<file path="src/rtl/txAdmitPkg.sv">
package txAdmitPkg;

  localparam int REG_W = 16;

  // command word fields
  localparam int CMD_THR_LSB  = 6;
  localparam int CMD_FORCE    = 8;
  localparam int CMD_ONECOLL  = 9;
  localparam int CMD_NOCRC    = 12;
  localparam int CMD_NOPAD    = 13;

  // status and configuration fields
  localparam int STAT_BIDERR  = 7;
  localparam int STAT_READY   = 8;
  localparam int CFG_IRQEN    = 8;

  typedef enum logic [1:0] {
    ST_IDLE  = 2'd0,
    ST_ARMED = 2'd1,
    ST_WAIT  = 2'd2,
    ST_LOAD  = 2'd3
  } bidState_t;

  typedef struct packed {
    logic latchCmd;
    logic latchLen;
    logic clearCount;
    logic countByte;
  } dpStrobe_t;

endpackage

</file>
<file path="src/rtl/txAdmitDatapath.sv">
module txAdmitDatapath
  import txAdmitPkg::*;
#(
  parameter int MAX_FRAME = 1514,
  parameter int BUF_BYTES = 1536,
  parameter int SPACE_W   = 11,
  parameter int THR_A     = 5,
  parameter int THR_B     = 381,
  parameter int THR_C     = 1021
) (
  input  logic               clk,
  input  logic               rstN,
  input  dpStrobe_t          strobe,
  input  logic [REG_W-1:0]   cmdWrData,
  input  logic [REG_W-1:0]   lenWrData,
  input  logic [SPACE_W-1:0] freeSpace,
  output logic               lenValid,
  output logic               spaceOk,
  output logic               lastByte,
  output logic               startTx,
  output logic               flushBuf,
  output logic [SPACE_W-1:0] frameLen,
  output logic               frameSingleAttempt,
  output logic               frameNoCrc,
  output logic               frameNoPad
);

  localparam int NUM_THR = 3;
  localparam logic [REG_W-1:0] MAX_LEN = REG_W'(MAX_FRAME);
  localparam logic [REG_W-1:0] CAP_LEN = REG_W'(BUF_BYTES);

  logic [1:0]         thrSel;
  logic [SPACE_W-1:0] lenReg;
  logic [SPACE_W-1:0] byteCount;
  logic [SPACE_W-1:0] countNext;
  logic [SPACE_W-1:0] effThr;
  logic [REG_W-1:0]   selVal;
  logic [REG_W-1:0]   thrTable [NUM_THR];
  logic               cmdUnused;

  assign cmdUnused = ^{cmdWrData[REG_W-1:CMD_NOPAD+1], cmdWrData[CMD_NOCRC-1:CMD_ONECOLL+1],
                       cmdWrData[CMD_THR_LSB-1:0]};

  // early-start byte counts, one per threshold code below "full frame"
  for (genvar t = 0; t < NUM_THR; t++) begin : gThr
    localparam int THR_VAL = (t == 0) ? THR_A : ((t == 1) ? THR_B : THR_C);
    assign thrTable[t] = REG_W'(THR_VAL);
  end

  always_comb begin
    unique case (thrSel)
      2'd0:    selVal = thrTable[0];
      2'd1:    selVal = thrTable[1];
      2'd2:    selVal = thrTable[2];
      default: selVal = '0;
    endcase
  end

  always_comb begin
    if (thrSel == 2'b11 || selVal >= REG_W'(lenReg)) effThr = lenReg;
    else                                             effThr = selVal[SPACE_W-1:0];
  end

  assign lenValid  = (lenWrData != '0) && (lenWrData <= MAX_LEN) && (lenWrData <= CAP_LEN);
  assign spaceOk   = (freeSpace >= lenReg);
  assign countNext = byteCount + SPACE_W'(1);
  assign lastByte  = (countNext == lenReg);
  assign frameLen  = lenReg;

  // latched command options
  always_ff @(posedge clk) begin
    if (!rstN) begin
      thrSel             <= '0;
      frameSingleAttempt <= 1'b0;
      frameNoCrc         <= 1'b0;
      frameNoPad         <= 1'b0;
    end else if (strobe.latchCmd) begin
      thrSel             <= cmdWrData[CMD_THR_LSB+1:CMD_THR_LSB];
      frameSingleAttempt <= cmdWrData[CMD_ONECOLL];
      frameNoCrc         <= cmdWrData[CMD_NOCRC];
      frameNoPad         <= cmdWrData[CMD_NOPAD];
    end
  end

  always_ff @(posedge clk) begin
    if (!rstN)                lenReg <= '0;
    else if (strobe.latchLen) lenReg <= lenWrData[SPACE_W-1:0];
  end

  always_ff @(posedge clk) begin
    if (!rstN)                  byteCount <= '0;
    else if (strobe.clearCount) byteCount <= '0;
    else if (strobe.countByte)  byteCount <= countNext;
  end

  always_ff @(posedge clk) begin
    if (!rstN) begin
      startTx  <= 1'b0;
      flushBuf <= 1'b0;
    end else begin
      startTx  <= strobe.countByte && (countNext == effThr);
      flushBuf <= strobe.latchCmd && cmdWrData[CMD_FORCE];
    end
  end

endmodule

</file>
<file path="src/rtl/txAdmitCtrl.sv">
module txAdmitCtrl
  import txAdmitPkg::*;
(
  input  logic      clk,
  input  logic      rstN,
  input  logic      cmdWrEn,
  input  logic      lenWrEn,
  input  logic      statRdEn,
  input  logic      cfgWrEn,
  input  logic      cfgIrqBit,
  input  logic      dataWrEn,
  input  logic      lenValid,
  input  logic      spaceOk,
  input  logic      lastByte,
  output dpStrobe_t strobe,
  output logic      readyNow,
  output logic      bidErr,
  output logic      rdyIrq,
  output logic      bufWrEn
);

  bidState_t state;
  bidState_t stateNext;
  logic      bidErrSet;
  logic      irqEn;

  always_comb begin
    stateNext = state;
    strobe    = '0;
    bidErrSet = 1'b0;
    if (cmdWrEn) begin
      // every command write re-arms and restarts the byte count
      stateNext         = ST_ARMED;
      strobe.latchCmd   = 1'b1;
      strobe.clearCount = 1'b1;
    end else begin
      unique case (state)
        ST_ARMED: begin
          if (lenWrEn) begin
            if (lenValid) begin
              stateNext       = ST_WAIT;
              strobe.latchLen = 1'b1;
            end else begin
              stateNext = ST_IDLE;
              bidErrSet = 1'b1;
            end
          end
        end
        ST_WAIT: begin
          if (spaceOk) stateNext = ST_LOAD;
        end
        ST_LOAD: begin
          if (dataWrEn) begin
            strobe.countByte = 1'b1;
            if (lastByte) stateNext = ST_IDLE;
          end
        end
        default: stateNext = ST_IDLE;
      endcase
    end
  end

  always_ff @(posedge clk) begin
    if (!rstN) state <= ST_IDLE;
    else       state <= stateNext;
  end

  always_ff @(posedge clk) begin
    if (!rstN)          bidErr <= 1'b0;
    else if (bidErrSet) bidErr <= 1'b1;
    else if (statRdEn)  bidErr <= 1'b0;
  end

  always_ff @(posedge clk) begin
    if (!rstN)        irqEn <= 1'b0;
    else if (cfgWrEn) irqEn <= cfgIrqBit;
  end

  always_ff @(posedge clk) begin
    if (!rstN) rdyIrq <= 1'b0;
    else       rdyIrq <= irqEn && (stateNext == ST_LOAD) && (state != ST_LOAD);
  end

  assign readyNow = (state == ST_LOAD);
  assign bufWrEn  = readyNow && dataWrEn && !cmdWrEn;

endmodule

</file>
<file path="src/rtl/txAdmitTop.sv">
module txAdmitTop
  import txAdmitPkg::*;
#(
  parameter int MAX_FRAME = 1514,
  parameter int BUF_BYTES = 1536,
  parameter int SPACE_W   = $clog2(BUF_BYTES + 1),
  parameter int THR_A     = 5,
  parameter int THR_B     = 381,
  parameter int THR_C     = 1021
) (
  input  logic               clk,
  input  logic               rstN,
  input  logic               cmdWrEn,
  input  logic [15:0]        cmdWrData,
  input  logic               lenWrEn,
  input  logic [15:0]        lenWrData,
  input  logic               cfgWrEn,
  input  logic [15:0]        cfgWrData,
  input  logic               statRdEn,
  output logic [15:0]        statRdData,
  input  logic               dataWrEn,
  output logic               bufWrEn,
  input  logic [SPACE_W-1:0] freeSpace,
  output logic               startTx,
  output logic               flushBuf,
  output logic [SPACE_W-1:0] frameLen,
  output logic               frameSingleAttempt,
  output logic               frameNoCrc,
  output logic               frameNoPad,
  output logic               rdyIrq
);

  dpStrobe_t strobe;
  logic      lenValid;
  logic      spaceOk;
  logic      lastByte;
  logic      readyNow;
  logic      bidErr;
  logic      cfgUnused;

  assign cfgUnused = ^{cfgWrData[15:CFG_IRQEN+1], cfgWrData[CFG_IRQEN-1:0]};

  txAdmitCtrl uCtrl (
    .clk       (clk),
    .rstN      (rstN),
    .cmdWrEn   (cmdWrEn),
    .lenWrEn   (lenWrEn),
    .statRdEn  (statRdEn),
    .cfgWrEn   (cfgWrEn),
    .cfgIrqBit (cfgWrData[CFG_IRQEN]),
    .dataWrEn  (dataWrEn),
    .lenValid  (lenValid),
    .spaceOk   (spaceOk),
    .lastByte  (lastByte),
    .strobe    (strobe),
    .readyNow  (readyNow),
    .bidErr    (bidErr),
    .rdyIrq    (rdyIrq),
    .bufWrEn   (bufWrEn)
  );

  txAdmitDatapath #(
    .MAX_FRAME (MAX_FRAME),
    .BUF_BYTES (BUF_BYTES),
    .SPACE_W   (SPACE_W),
    .THR_A     (THR_A),
    .THR_B     (THR_B),
    .THR_C     (THR_C)
  ) uData (
    .clk                (clk),
    .rstN               (rstN),
    .strobe             (strobe),
    .cmdWrData          (cmdWrData),
    .lenWrData          (lenWrData),
    .freeSpace          (freeSpace),
    .lenValid           (lenValid),
    .spaceOk            (spaceOk),
    .lastByte           (lastByte),
    .startTx            (startTx),
    .flushBuf           (flushBuf),
    .frameLen           (frameLen),
    .frameSingleAttempt (frameSingleAttempt),
    .frameNoCrc         (frameNoCrc),
    .frameNoPad         (frameNoPad)
  );

  always_comb begin
    statRdData              = '0;
    statRdData[STAT_READY]  = readyNow;
    statRdData[STAT_BIDERR] = bidErr;
  end

endmodule

</file>
<file path="config.mk">
export PLATFORM = sky130hd
export DESIGN_NAME = txAdmitTop
export DESIGN_NICKNAME = d
export VERILOG_FILES = /design/src/rtl/txAdmitPkg.sv /design/src/rtl/txAdmitDatapath.sv /design/src/rtl/txAdmitCtrl.sv /design/src/rtl/txAdmitTop.sv
export SDC_FILE = /design/constraint.sdc
export NUM_CORES = 1
export LEC_CHECK = 0
export ABC_AREA = 1
export BUFFER_PORTS_ARGS = -buffer_cell sky130_fd_sc_hd__buf_4
export CAP_MARGIN = 20
export CORE_MARGIN = 3
export CORE_UTILIZATION = 54
export CTS_CLUSTER_SIZE = 14
export DETAILED_ROUTE_END_ITERATION = 10
export PLACE_DENSITY = 0.92
export SLEW_MARGIN = 0
export SYNTH_ARGS = -nofsm -noshare
export SYNTH_HDL_FRONTEND = slang
export SYNTH_HIERARCHICAL = 1
export SYNTH_SLANG_ARGS = --single-unit
</file>
<file path="constraint.sdc">
create_clock -name clk -period 4.15 [get_ports clk]
set_clock_uncertainty 0.1 [all_clocks]
set_input_delay 0.2075 -clock clk [delete_from_list [all_inputs] [get_ports clk]]
set_output_delay 0.2075 -clock clk [all_outputs]
set_load 0.02 [all_outputs]
</file>
==> results.md, run 1 <==
- Of the total power, the share spent switching nets is about a third.
- In the final design database the tool counted 553 nets.
- The mean post-synth cell area is roughly 6.5 sq um.
- The share of synthesized cell area in full adder, half adder and majority cells is roughly 8.5%.
- The post-route total power is roughly 800 uW.
- Compared with the post-synthesis result, the final layout area differs by 19.87%.
- The clock-pin slew on the worst setup and hold paths is about 0.07 ns.
- The critical path in this run is classified as reg -> reg.
- The total internal power is about 540 uW.
- The standard cell with the maximum stage delay on the critical path is sky130_fd_sc_hd__dfxtp_1.
- The per-cell routed wire length is around 13 um.
- Counting every instance in the synthesized netlist gives 410.
- The netlist area before placement is ~2700 sq um.
- The nature of the critical path startpoint is a flop.
- The maximum operating frequency is between 300 and 400 MHz.
- The number of antenna violations at the first check in global routing was 0.
- Setup violations remaining at the end of the flow were counted as 0.
- Along the worst hold path, the cell count comes to 3.
- For this block, the routed nets add up to between 6 and 7 mm of wire.
- Setup slack on the critical path of the routed design comes to 1.519 ns.
- The endpoint type of the worst setup path is a flop.
- In the routed design, unresolved DRC markers number 0.
- IR analysis of the VDD net gives a maximum drop of around 0.20 mV.
- The worst pin sits at a relative slew slack of around 66%.
- The critical path goes through ha_1, nand2_1, nor2_1, nand2_1, o21ai_0, nand2_1, xor2_1, nand3_1, nor3_1, nand3_1, nor2_1, nand2_1, o21bai_1, nand2_1, nand3_1, nor2_2.
- The number of design-rule violations left by the first detailed-router iteration is between 150 and 200.
- The area of the core is between 4000 and 5000 sq um.
- Global routing used around 23% of the available tracks.
- The number of inserted diodes is 0.
- The share of the clock period used by the worst path after layout is between 60% and 70%.
- Measured against the total synthesized area, the mux share comes to 0%.
- The area of the die is between 5000 and 6000 sq um.
- The y dimension of the die is 76.15 um.
- Counting the fill cells in the layout gives about 420.
- The analysis attributes to net switching a power of 256.3 uW.
- The final-report hold violation count came to 0.
- The flow ran to the end, and the final reports show no timing, DRC or antenna violations.
- The leakage power of the design is approximately 1.6 nW.
- The number of buffers between clock root and the deepest sink is 2.
- The path with the worst hold slack has its endpoint at uData/frameNoCrc$_SDFFE_PN0P_.
- Sequential elements use between 20% and 30% of the synthesized area.
- Subtracting the final worst setup slack from the clock period gives 2.631 ns.
- The worst hold path class is in -> reg.
- The number of post-CTS setup repair buffers is 0.
- The post-CTS resize count is 0.
- Of the total synthesized cell area, the portion taken by XOR and XNOR cells is between 3 and 4%.
- The overall die width is 76.15 um.
- The sequential cell fraction of total power is about two fifths.
- Yosys mapped the design onto 36 distinct sky130hd cell types.
- The number of vias after detailed routing is roughly 2800.
- The sum of overflow across all layers after global routing is 0.
- The clock insertion delay at the later pin of the skew report is about 0.29 ns.
- The post-synthesis share of cell area spent on and, or, nand and nor gates is between 30% and 40%.
- In this run the worst path has a maximum fanout of 5.
- For the final routed database, the setup TNS stands at 0 ns.
- Dividing total power by cell area gives a power density of between 200 and 300 nW/um^2.
- Of the cells placed in the final design, the portion with a size suffix greater than 1 is 19.36%.
- The synthesized netlist devotes between 10% and 20% of its cell area to compound gates.
- The clock tree synthesis step divided the H-tree into 2 levels.
- For the pin with the worst max-slew slack, the measured transition is 0.5129 ns.
- The clock network is responsible for 32.8% of the overall power.
- The critical hold path startpoint is cmdWrData[12].
- The TritonCTS clock tree is yes.
- At the placement stage, the worst setup path has a slack of ~1.6 ns.
- Clock tree synthesis selected as its root buffer the cell sky130_fd_sc_hd__clkbuf_8.
- The first detailed-routing pass ran for 5 iterations.
- The largest net degree at the start of global routing is 21.
- The number of clock sinks seen by CTS is 34.
- The largest single stage delay on the critical path is ~0.4 ns.
- The sum of net half-perimeters after detailed placement is around 5.5 mm.
- The max-capacitance violation count is 0.
- After synthesis the netlist holds a flip-flop and latch count of 34.
- The share of total power dissipated in combinational logic is 25.4%.
- The cell type with the highest occurrence count on the critical path is sky130_fd_sc_hd__nand2_1.
- After synthesis, the largest family of logic cells by area is simple AND/OR/NAND/NOR gates.
- The number of clock buffers added by TritonCTS is 5.
- The worst reg2reg path startpoint is uData/byteCount[0]$_SDFFE_PP0P_.
- The reg-to-reg critical path endpoint is uCtrl/rdyIrq$_SDFF_PN0_.
- The worst register-to-register path has a depth of 16.
- In the routed layout, each cell is associated on average with a via count of about 5.2.
- Once detail routing completed, the nets flagged for antenna violations numbered 0.
- The data required time of the critical path is 4.24 ns.
- Buffers placed on the I/O ports in this run total 60.
- The total I/O pin count is 100.
- Setup repair after global routing left no endpoint under its margin.
- The number of warning messages in the yosys log is 6.
- The row count is 24.
- The via count of the first global-routing pass came to 2617.
- The arrival time at the worst endpoint is 2.72 ns.
- At the end of routability-driven placement, the weighted congestion stood at just under 0.9.
- The wire length of the first global-routing pass is 11.23 mm.
- The initial utilization of the core area, before any placement, comes to 58.22%.
- The register-to-register setup slack is 1.52 ns.
- The max-slew violation count is 0.
## registers in the layout, indices dropped and copies added, names as in the netlist
register	cells
uCtrl/irqEn	1
uData/flushBuf	1
uData/frameNoPad	1
uData/frameSingleAttempt	1
uCtrl/bidErr	1
uData/thrSel	2
uData/byteCount	11
uCtrl/rdyIrq	1
uData/startTx	1
uData/frameNoCrc	1
uData/frameLen	11
uCtrl/state	2
## synthesized netlist by cell type
master / n / area share (%)
sky130_fd_sc_hd__nand3_1: 21 / 4.0
sky130_fd_sc_hd__nand3_2: 3 / 1.1
sky130_fd_sc_hd__nand2_4: 2 / 0.85
sky130_fd_sc_hd__o21ai_0: 32 / 6.0
sky130_fd_sc_hd__nor3_1: 6 / 1.1
sky130_fd_sc_hd__nor3_2: 1 / 0.38
sky130_fd_sc_hd__clkbuf_1: 3 / 0.42
sky130_fd_sc_hd__nand2_1: 93 / 13
sky130_fd_sc_hd__o2111a_1: 1 / 0.42
sky130_fd_sc_hd__nor3b_1: 1 / 0.28
sky130_fd_sc_hd__o21bai_1: 2 / 0.56
sky130_fd_sc_hd__inv_1: 56 / 7.9
sky130_fd_sc_hd__o31ai_1: 1 / 0.28
sky130_fd_sc_hd__nand2_2: 2 / 0.47
sky130_fd_sc_hd__dfxtp_1: 34 / 26
sky130_fd_sc_hd__inv_2: 3 / 0.42
sky130_fd_sc_hd__a21oi_4: 1 / 0.61
sky130_fd_sc_hd__buf_4: 19 / 5.4
sky130_fd_sc_hd__xnor2_1: 1 / 0.33
sky130_fd_sc_hd__nand4_1: 11 / 2.6
sky130_fd_sc_hd__a21o_1: 1 / 0.28
sky130_fd_sc_hd__clkinv_2: 1 / 0.19
sky130_fd_sc_hd__ha_1: 18 / 8.5
sky130_fd_sc_hd__a21oi_1: 30 / 5.6
sky130_fd_sc_hd__a21oi_2: 1 / 0.33
sky130_fd_sc_hd__nor4_1: 4 / 0.94
sky130_fd_sc_hd__or2_2: 2 / 0.47
sky130_fd_sc_hd__nand3b_1: 3 / 0.85
sky130_fd_sc_hd__inv_4: 1 / 0.24
sky130_fd_sc_hd__conb_1: 1 / 0.14
sky130_fd_sc_hd__xor2_1: 9 / 3.0
sky130_fd_sc_hd__o211ai_1: 1 / 0.28
sky130_fd_sc_hd__nor2_4: 1 / 0.42
sky130_fd_sc_hd__buf_6: 1 / 0.42
sky130_fd_sc_hd__nor2_1: 39 / 5.5
sky130_fd_sc_hd__nor2_2: 4 / 0.94
## cells by family (layout without fill, tap and decap cells)
logic type,Yosys count,count (layout)
buf+inv,84,131
fa+ha+maj,18,18
other cells,1,14
simple gates,193,193
xor+xnor,10,10
compound gates,70,70
flops,34,34
## critical path: cells and delay by family (launching register included)
kind	cells	cell delay, ns
compound gates	2	0.28
xor+xnor	1	0.16
fa+ha+maj	1	0.28
flops	1	0.41
simple gates	12	1.29
## metal layers
metal / track usage [%] / vias to the layer above / routed length, um
li1: - / 1417 / -
met4: 10.14 / 0 / 120
met2: 39.89 / 136 / 3210
met3: 6.028 / 14 / 595
met5: 0 / - / 0
met1: 27.07 / 1234 / 2779
## cell type report
type	instances	area, sq um	share of cell area (%)
Clock buffer	6	82.58	2.592
Multi-Input combinational cell	305	1628	51.10
Inverter	61	232.7	7.306
Clock inverter	2	12.51	0.3928
Timing Repair Buffer	62	467.9	14.69
Sequential cell	34	680.7	21.37
Tap cell	65	81.33	2.553
## placed cells by master, fill, tap and decap left out, drive strengths merged, types with 2 or more instances in the layout
master   n
nand2   97
buf     61
inv     60
nor2    44
dfxtp   34
o21ai   32
a21oi   32
nand3   24
ha      18
conb    14
nand4   11
xor2     9
nor3     7
clkbuf   6
nor4     4
nand3b   3
clkinv   2
o21bai   2
or2      2
## through the flow
| step | instance area, sq um | instances | hold slack [ns] | util (%) |
|---|---|---|---|---|
| detailed placement | 3080 | 526 | 0.3009 | 67.49 |
| CTS | 3186 | 535 | 0.02447 | 69.79 |
| finish | 3186 | 535 | 0.03456 | 69.79 |
| global placement | 3080 | 526 | 0.2946 | 67.49 |
| floorplan | 2706 | 423 | 0.2010 | - |
| global route | 3186 | 535 | 0.05676 | 69.79 |
## what timing repair did
item / in CTS / in global routing
endpoints found under the setup margin: 0 / 0
endpoints found under the hold margin: 1 / 0
hold buffers: 1 / 0
## how the worst max path moves through the flow
stage                                    startpoint                 endpoint  slack [ns]
floorplan           uData/byteCount[0]$_SDFFE_PP0P_  uCtrl/rdyIrq$_SDFF_PN0_        2.03
global placement    uData/byteCount[0]$_SDFFE_PP0P_  uCtrl/rdyIrq$_SDFF_PN0_        1.67
detailed placement  uData/byteCount[0]$_SDFFE_PP0P_  uCtrl/rdyIrq$_SDFF_PN0_        1.57
CTS                 uData/byteCount[0]$_SDFFE_PP0P_  uCtrl/rdyIrq$_SDFF_PN0_        1.55
global route        uData/byteCount[0]$_SDFFE_PP0P_  uCtrl/rdyIrq$_SDFF_PN0_        1.29
finish              uData/byteCount[0]$_SDFFE_PP0P_  uCtrl/rdyIrq$_SDFF_PN0_        1.52
## power by group through the flow
stage	registers (mW)	logic, mW	clock network [mW]
CTS	0.335	0.201	0.268
global route	0.336	0.228	0.280
finish	0.335	0.203	0.263
floorplan	0.345	0.146	0
detailed placement	0.343	0.198	0
global placement	0.342	0.190	0
(Power assumes the default switching activity.)
==> inputs of run 2 (changes only) <==
Settings changed: CORE_UTILIZATION 54 to 45, PLACE_DENSITY 0.92 to 0.82.
Clock period 4.15 ns to 2.2 ns, I/O delays scaled along.
==> run 2 against run 1 <==
  * The flow now finishes with violations (negative hold slack, negative setup slack)
  * Largest cell class unchanged
  * Cell count is 9.2% higher
  * Wire length increased by 17%
  * Utilization shrank 3.0 points
  * Sequential cell count unchanged
  * Die area rose by 18%
  * First-iteration DRC count down 9.0%
  * Sequential share of layout area decreased by 2.8 points
  * Highest routed layer unchanged
  * Worst hold slack worse by 0.038 ns
  * Largest power group is now the clock network
  * Global-route usage down 1.7 points
  * Register-to-register slack lost 1.6 ns
  * Final area is 18% higher
  * Sequential power increased by 89%
  * Critical path type unchanged
==> results.md, run 2 (synthesis gave the netlist of run 1 again) <==
- In the final design database the tool counted between 500 and 600 nets.
- The total I/O pin count is 100.
- The maximum fanout count along the critical path is 5.
- The clock reaches the later pin of the worst-skew pair after around 0.30 ns.
- The die covers about 6900 sq um.
- The overall die width is 82.85 um.
- Measured against its own limit, the worst slew margin works out to between 60% and 70%.
- The worst setup path is of the reg -> reg kind.
- The library cell used most frequently in the layout, excluding fill and tap cells, is sky130_fd_sc_hd__buf_4.
- The final-report hold violation count is 2.
- In this run the static leakage power is ~1.9 nW.
- Setup violations remaining at the end of the flow were counted as 3.
- The design area is around 3700 sq um.
- The cell type with the highest occurrence count on the critical path is sky130_fd_sc_hd__nor2_1.
- Adding up every negative setup slack in the final design gives -0.1716 ns.
- The total area inside the core boundary comes to 5608 sq um.
- The sum of net half-perimeters after detailed placement is approximately 5.7 mm.
- The max-capacitance violation count is 0.
- The wire length of the first global-routing pass is around 12 mm.
- Derived from the worst setup path, the maximum achievable clock frequency is 436.3 MHz.
- The run finished, with violations left.
- Counting the buffers created by CTS gives 5.
- After the first detailed-routing iteration, the DRC count stood at between 150 and 200.
- Data on the critical path arrives at its endpoint at 2.44 ns.
- In this design, the stage delay of the slowest critical-path cell is approximately 0.37 ns.
- The length of the first detailed-routing pass in iterations is 5.
- The post-synthesis to final-layout area growth is 40.96%.
- The worst hold path class is in -> reg.
- Setup repair after global routing could not meet its margin everywhere.
- Using the TritonRoute via totals, the vias-per-cell ratio works out to 5.161.
- The number of port buffers is 60.
- The via count of the first global-routing pass is 2904.
- The endpoint type of the worst setup path is a flop.
- Data on the critical path is required at its endpoint by between 2 and 2.5 ns.
- For the pin with the worst max-slew slack, the measured transition is 0.5134 ns.
- The ratio of total power to cell area is 481.0 nW/um^2.
- The worst-case setup margin in the final layout is -0.09185 ns.
- The total wire length after detailed routing is 7.828 mm.
- The H-tree was split into 2 levels.
- TritonCTS built the clock tree.
- The die is between 80 and 90 um tall.
- The nature of the critical path startpoint is a flop.
- The effective utilization at floorplan is around 47%.
- The weighted congestion reported at the end of routability-driven placement is between 0.8 and 0.9.
- The per-cell routed wire length is about 13 um.
- The number of nets with antenna violations after detailed routing is 0.
- Across the VDD grid, the largest voltage drop is between 0.3 and 0.4 mV.
- Summing all placed instances gives a cell area of about 3300 sq um.
- At the end of the flow the core is filled with cells to 66.80%.
- The max-slew violation count was 0.
- The final critical path takes up 104.2% of the cycle.
- The clock passes through at most 2 buffers.
- The routed design could run at a clock period as short as 2.292 ns.
- The checks that failed: negative hold slack, negative setup slack.
- The signal on the critical path passes through ha_4, ha_1, inv_1, nor2_1, nand3_2, nor2_4, a21oi_4, buf_4, nand3_1, nand2_1, nor2_1, nand2_1, nor2_1, nand2_1, nor2_1.
- Summing over every cut layer, the via total after detailed routing is 3014.
- In the layout the commonest cells are sky130_fd_sc_hd__buf_4 (94), sky130_fd_sc_hd__nand2_1 (88), sky130_fd_sc_hd__inv_1 (50).
- The number of antenna violations at the first check in global routing was 0.
- The slowest stage of the critical path is the sky130_fd_sc_hd__dfxtp_4 cell.
- The number of antenna diodes in the final layout is 0.
- The detailed-route DRC error count is 0.
- Global routing used between 20% and 30% of the available tracks.
- The number of clock sinks seen by CTS is 34.
- The tree is rooted in a sky130_fd_sc_hd__clkbuf_8.
- Hold timing on the final database bottoms out at a slack of -0.003089 ns.
- The row count is 27.
- After global routing the overflow that remains totals 0.
- After clock tree synthesis, the clock-pin slew on the worst setup and hold paths is 0.07 ns.
- The largest net degree at the start of global routing is 21.
- The fraction of layout cells with a size suffix above 1 is roughly 31%.
==> run 2: through the flow <==
step           setup slack [ns]  hold WS (ns)  instances  power (mW)
3_3_place_gp           -0.03225        0.1957        558       1.015
3_5_place_dp            -0.1041        0.2171        558       1.028
5_1_grt                 -0.2080       0.02042        584       1.874
4_1_cts                0.004028      0.002277        577       1.765
2_1_floorplan           0.07651        0.1035        423      0.9269
6_report               -0.09185     -0.003089        584       1.802
==> run 2: final cells by class <==
cell class	count	area [sq um]
fill	457	1862
timing repair buffer	103	795.8
inverter	61	232.7
clock buffer	5	68.82
tap	72	90.09
sequential	34	695.7
multi-input combinational	306	1794
clock inverter	3	68.82
==> run 2: final timing paths <==
path / start / endpoint / slack [ns] / cells after the start
worst max-delay path: uData/thrSel[1]$_SDFFE_PN0P_ / uData/startTx$_SDFF_PN0_ / -0.09 / 15
worst min-delay path: cmdWrData[6] / uData/thrSel[0]$_SDFFE_PN0P_ / -0.003 / 3
worst max register to register: uData/thrSel[1]$_SDFFE_PN0P_ / uData/startTx$_SDFF_PN0_ / -0.09 / 15
worst min register to register: uCtrl/bidErr$_SDFFE_PN0P_ / uCtrl/bidErr$_SDFFE_PN0P_ / 0.38 / 2
==> run 2: timing repair <==
action                                  CTS  global route
gates cloned                              1             0
endpoints found under the hold margin     8             0
resized for setup                        13            39
hold buffers                              9             0
pin swaps                                 3            18
endpoints found under the setup margin    4            12
setup buffers                             1             7
==> run 2: per-layer routing <==
metal	vias to the layer above	global-route usage, %	wire, um
met5	-	0	0
met4	0	6.538	154
met3	16	4.563	507
met2	140	40.38	3936
met1	1351	23.89	3230
li1	1507	-	-
==> run 2: where the power goes <==
group          leakage [nW]  internal, mW  total [mW]  switching [mW]
clock network        0.0683         0.454       0.712           0.258
registers             0.279         0.623       0.632         0.00866
logic                  1.50         0.192       0.458           0.267
total                  1.85          1.27        1.80           0.533
==> run 2: critical path: cells and delay by family (launching register included) <==
kind / cells / cell delay, ns
simple gates: 10 / 0.97
fa+ha+maj: 2 / 0.47
flops: 1 / 0.37
buf+inv: 2 / 0.22
compound gates: 1 / 0.11
==> inputs of run 3 (changes only) <==
Settings changed: ABC_AREA 1 to default.
==> run 3 against run 2 <==
  * The run ends with negative setup slack left
  * Combinational power shrank 35%
  * Critical path depth fell by 6
  * Fmax down 3.8%
  * Area after synthesis decreased by 0.75%
  * Global-route usage increased by 1.0 points
  * Worst setup slack got worse by 0.091 ns
==> results.md, run 3 <==
- The run finished, with violations left.
- The final reports fail on negative setup slack.
- The data required time of the critical path is ~2.3 ns.
- The number of clock sinks seen by CTS is 34.
- The relative contribution of combinational cells to total power is approximately a fifth.
- The arrival time at the worst endpoint is 2.49 ns.
- The minimum period implied by the final worst setup slack is ~2.4 ns.
- The number of nets with antenna violations after detailed routing is 0.
- The switching power is about 400 uW.
- Input and output buffers added on the ports amount to 60.
- Of the total synthesized cell area, the portion taken by XOR and XNOR cells is 9.298%.
- Across the VDD grid, the largest voltage drop is roughly 0.33 mV.
- Each instance of the synthesized netlist takes up on average ~8.4 sq um.
- After the last flow step, the layout net total stands at roughly 500.
- In this run the power density over the cells is roughly 370 nW/um^2.
- The library cell used most frequently in the layout, excluding fill and tap cells, is sky130_fd_sc_hd__buf_4.
- The y dimension of the die is about 83 um.
- The number of antenna violations at the first check in global routing is 0.
- The main combinational cell family by area after synthesis is simple AND/OR/NAND/NOR gates.
- Synthesis produced a netlist whose cell count is between 300 and 400.
- The worst setup path is launched from a flop.
- The Yosys step of the flow raised 6 warnings.
- The number of inserted diodes is 0.
- The row count is 27.
- The effective utilization at floorplan is between 40% and 50%.
- The detailed-route DRC error count is 0.
- The area of the core is 5574 sq um.
- The number of buffers added by the clock tree synthesis step is 5.
- In the final routed layout, each cell accounts on average for around 15 um.
- Net switching is between 20% and 30% of the power.
- Derived from the worst setup path, the maximum achievable clock frequency is between 400 and 500 MHz.
- The floorplan step defined a die boundary enclosing just under 7000 sq um.
- The sequential fraction of the synthesis area is 25.81%.
- The post-synthesis share of cell area spent on and, or, nand and nor gates is between 20% and 30%.
- The total internal power is 992.1 uW.
- The library cells used most frequently in the layout, excluding fill and tap cells, are sky130_fd_sc_hd__buf_4 (108), sky130_fd_sc_hd__dfxtp_1 (23), sky130_fd_sc_hd__nor2b_1 (22).
- The count of distinct cell types in the synthesized netlist is 55.
- After synthesis, the largest area contributor takes up between 20% and 30% of total cell area.
- The design area is around 3700 sq um.
- Counting flops and latches in the post-synthesis netlist gives 34.
- Once detailed placement completed, the half-perimeter wirelength came to between 5 and 6 mm.
- The slew at the pin with the worst max-slew slack is between 0.5 and 0.6 ns.
- The number of buffers between clock root and the deepest sink is 2.
- The overall die width is 82.56 um.
- Using the TritonRoute via totals, the vias-per-cell ratio works out to 5.224.
- 100 I/O pins were placed.
- The filler cells instantiated in the layout total 420.
- The clock-pin slew on the worst setup and hold paths is approximately 0.07 ns.
- The final-report hold violation count came to 0.
- Entering global routing, the biggest net connects 24 pins.
- The total wire length after detailed routing is 7.287 mm.
- After synthesis, the most frequently instantiated cells are sky130_fd_sc_hd__dfxtp_1 (34), sky130_fd_sc_hd__nor2b_1 (23), sky130_fd_sc_hd__nor2_1 (21).
- The detailed router finished its first iteration with roughly 110 violations.
- Final hold analysis gives a worst-case slack of 0.001193 ns.
- The first global-routing pass estimated 11.80 mm of wire.
- By area the synthesized netlist is led by sky130_fd_sc_hd__dfxtp_1 (26%), sky130_fd_sc_hd__ha_1 (8.5%), sky130_fd_sc_hd__mux2i_1 (7.2%).
- The critical path is of the reg -> reg type.
- From synthesis to final layout, the design area changed by 41.94%.
- Per report_power, the clock group accounts for about a third of the total.
- The cell type with the largest total area after synthesis is sky130_fd_sc_hd__dfxtp_1.
- In this run, synthesis inferred 0 flip-flops with an integrated enable.
- The later pin in the worst-skew pair is clocked with a latency of 0.29 ns.
- Summing the areas of all fa, ha and maj instances in the mapped netlist gives 8.539% of the synthesized area.
- Global routing used roughly 22% of the available tracks across all layers.
- The weighted congestion reported at the end of routability-driven placement is roughly 0.89.
- Max-cap violations in this run came to 0.
- The share of synthesized area spent on multiplexers is 7.211%.
- After layout, the design draws a total of roughly 1.4 mW.
- The endpoint type of the worst setup path is a flop.
- The leakage power of the design is about 1.6 nW.
- The routed layout has 2565 vias.
- Among all cell types in the netlist, the one instantiated most often is sky130_fd_sc_hd__dfxtp_1.
- CTS placed an instance of sky130_fd_sc_hd__clkbuf_8 at the clock tree root.
- Of all nets on the critical path, the largest fanout is 3.
- The length of the first detailed-routing pass in iterations is 4.
- The standard cell area after detailed placement is 3437 sq um.
- OpenSTA, run right after detailed placement, puts the worst setup slack at -0.2015 ns.
- TritonCTS built the clock tree.
- The worst hold path belongs to the class in -> reg.
- The share of the clock period used by the worst path after layout is 108.3%.
- The worst max-slew margin expressed relative to the limit is 66.48%.
- Setup violations remaining at the end of the flow were counted as 3.
- The worst-case setup margin in the final layout is -0.1830 ns.
- The sequential cell fraction of total power is a little under half.
- The sum of overflow across all layers after global routing is 0.
- The netlist area before placement is 2638 sq um.
- The via count of the first global-routing pass is 2616.
- The H-tree was split into 2 levels.
- The fraction of layout cells with a size suffix above 1 is 38.19%.
- Counting flops with an async set or reset pin after synthesis yields a share of 0%.
- Setup repair after global routing could not meet its margin everywhere.
- The compound-gate portion of the synthesized area is between 10% and 20%.
- The commonest register cell after synthesis is sky130_fd_sc_hd__dfxtp_1.
- The max-slew violation count was 0.
==> run 3: cell count changes in the layout (fill, tap and decap cells not counted), moves of 19 or more <==
cell / change
sky130_fd_sc_hd__nand2_1: -72
sky130_fd_sc_hd__a21oi_1: -20
sky130_fd_sc_hd__inv_1: -33
sky130_fd_sc_hd__nor2b_1: +22
sky130_fd_sc_hd__o21ai_0: -19
sky130_fd_sc_hd__mux2i_1: +19
==> run 3: cells by family after synthesis <==
| kind of cell | count (synthesis) |
|---|---|
| AND/OR/NAND/NOR | 119 |
| XOR/XNOR | 28 |
| AO/OA/AOI/OAI | 45 |
| multiplexers | 19 |
| flip-flops | 34 |
| other | 1 |
| buffers and inverters | 51 |
| adder cells (fa/ha/maj) | 18 |
==> run 3: repair_timing <==
action,CTS,global route
pin swaps,15,6
setup buffers,2,2
hold endpoints to repair,9,0
setup endpoints to repair,3,3
hold buffers,9,0
resized for setup,22,3
==> run 3: worst paths after layout <==
kind	start	slack (ns)	cells after the start	end
hold / removal	cfgWrEn	0.001	3	uCtrl/irqEn$_SDFFE_PN0P_
setup reg to reg	uData/thrSel[1]$_SDFFE_PN0P_	-0.18	9	uData/startTx$_SDFF_PN0_
setup / recovery	uData/thrSel[1]$_SDFFE_PN0P_	-0.18	9	uData/startTx$_SDFF_PN0_
hold reg to reg	uCtrl/irqEn$_SDFFE_PN0P_	0.40	1	uCtrl/rdyIrq$_SDFF_PN0_
==> run 3: routing by layer <==
layer  global-route usage [%]  up-vias  part of all wire [%]
li1                         -     1270                     -
met1                    25.56     1174                    40
met4                    9.967        0                   3.3
met5                        0        -                     0
met2                    39.66      101                    50
met3                    5.315       20                   6.7
==> run 3: worst max-delay path, cell delays in order (launching register included) <==
cell	delay, ns
sky130_fd_sc_hd__dfxtp_4	0.37
sky130_fd_sc_hd__ha_4	0.18
sky130_fd_sc_hd__ha_4	0.20
sky130_fd_sc_hd__nand2b_4	0.13
sky130_fd_sc_hd__a311o_1	0.31
sky130_fd_sc_hd__and3_4	0.16
sky130_fd_sc_hd__a31oi_4	0.17
sky130_fd_sc_hd__nand2_1	0.08
sky130_fd_sc_hd__or3_4	0.33
sky130_fd_sc_hd__a221oi_2	0.26
==> run 3: power groups by stage <==
stage          combinational [mW]  sequential (mW)  clock, mW
2_1_floorplan               0.163            0.652          0
3_3_place_gp                0.252            0.648          0
3_5_place_dp                0.264            0.648          0
4_1_cts                     0.290            0.632      0.466
5_1_grt                     0.325            0.634      0.496
6_report                    0.297            0.632      0.455
==> run 3: cell type report <==
type / instances / area (sq um) / share of cell area [%]
Tap cell: 72 / 90.09 / 2.406
Multi-Input combinational cell: 243 / 1899 / 50.74
Inverter: 18 / 67.56 / 1.805
Timing Repair Buffer: 117 / 900.9 / 24.06
Clock inverter: 2 / 15.01 / 0.4011
Clock buffer: 5 / 68.82 / 1.838
Sequential cell: 34 / 701.9 / 18.75
==> run 3: per-stage QoR <==
stage,utilization [%],TNS [ns],std cells
floorplan,-,-0.1257,328
global placement,61.66,-0.3100,471
detailed placement,61.66,-0.5515,471
CTS,66.67,-0.2369,489
global route,67.16,-0.6826,491
finish,67.16,-0.4170,491
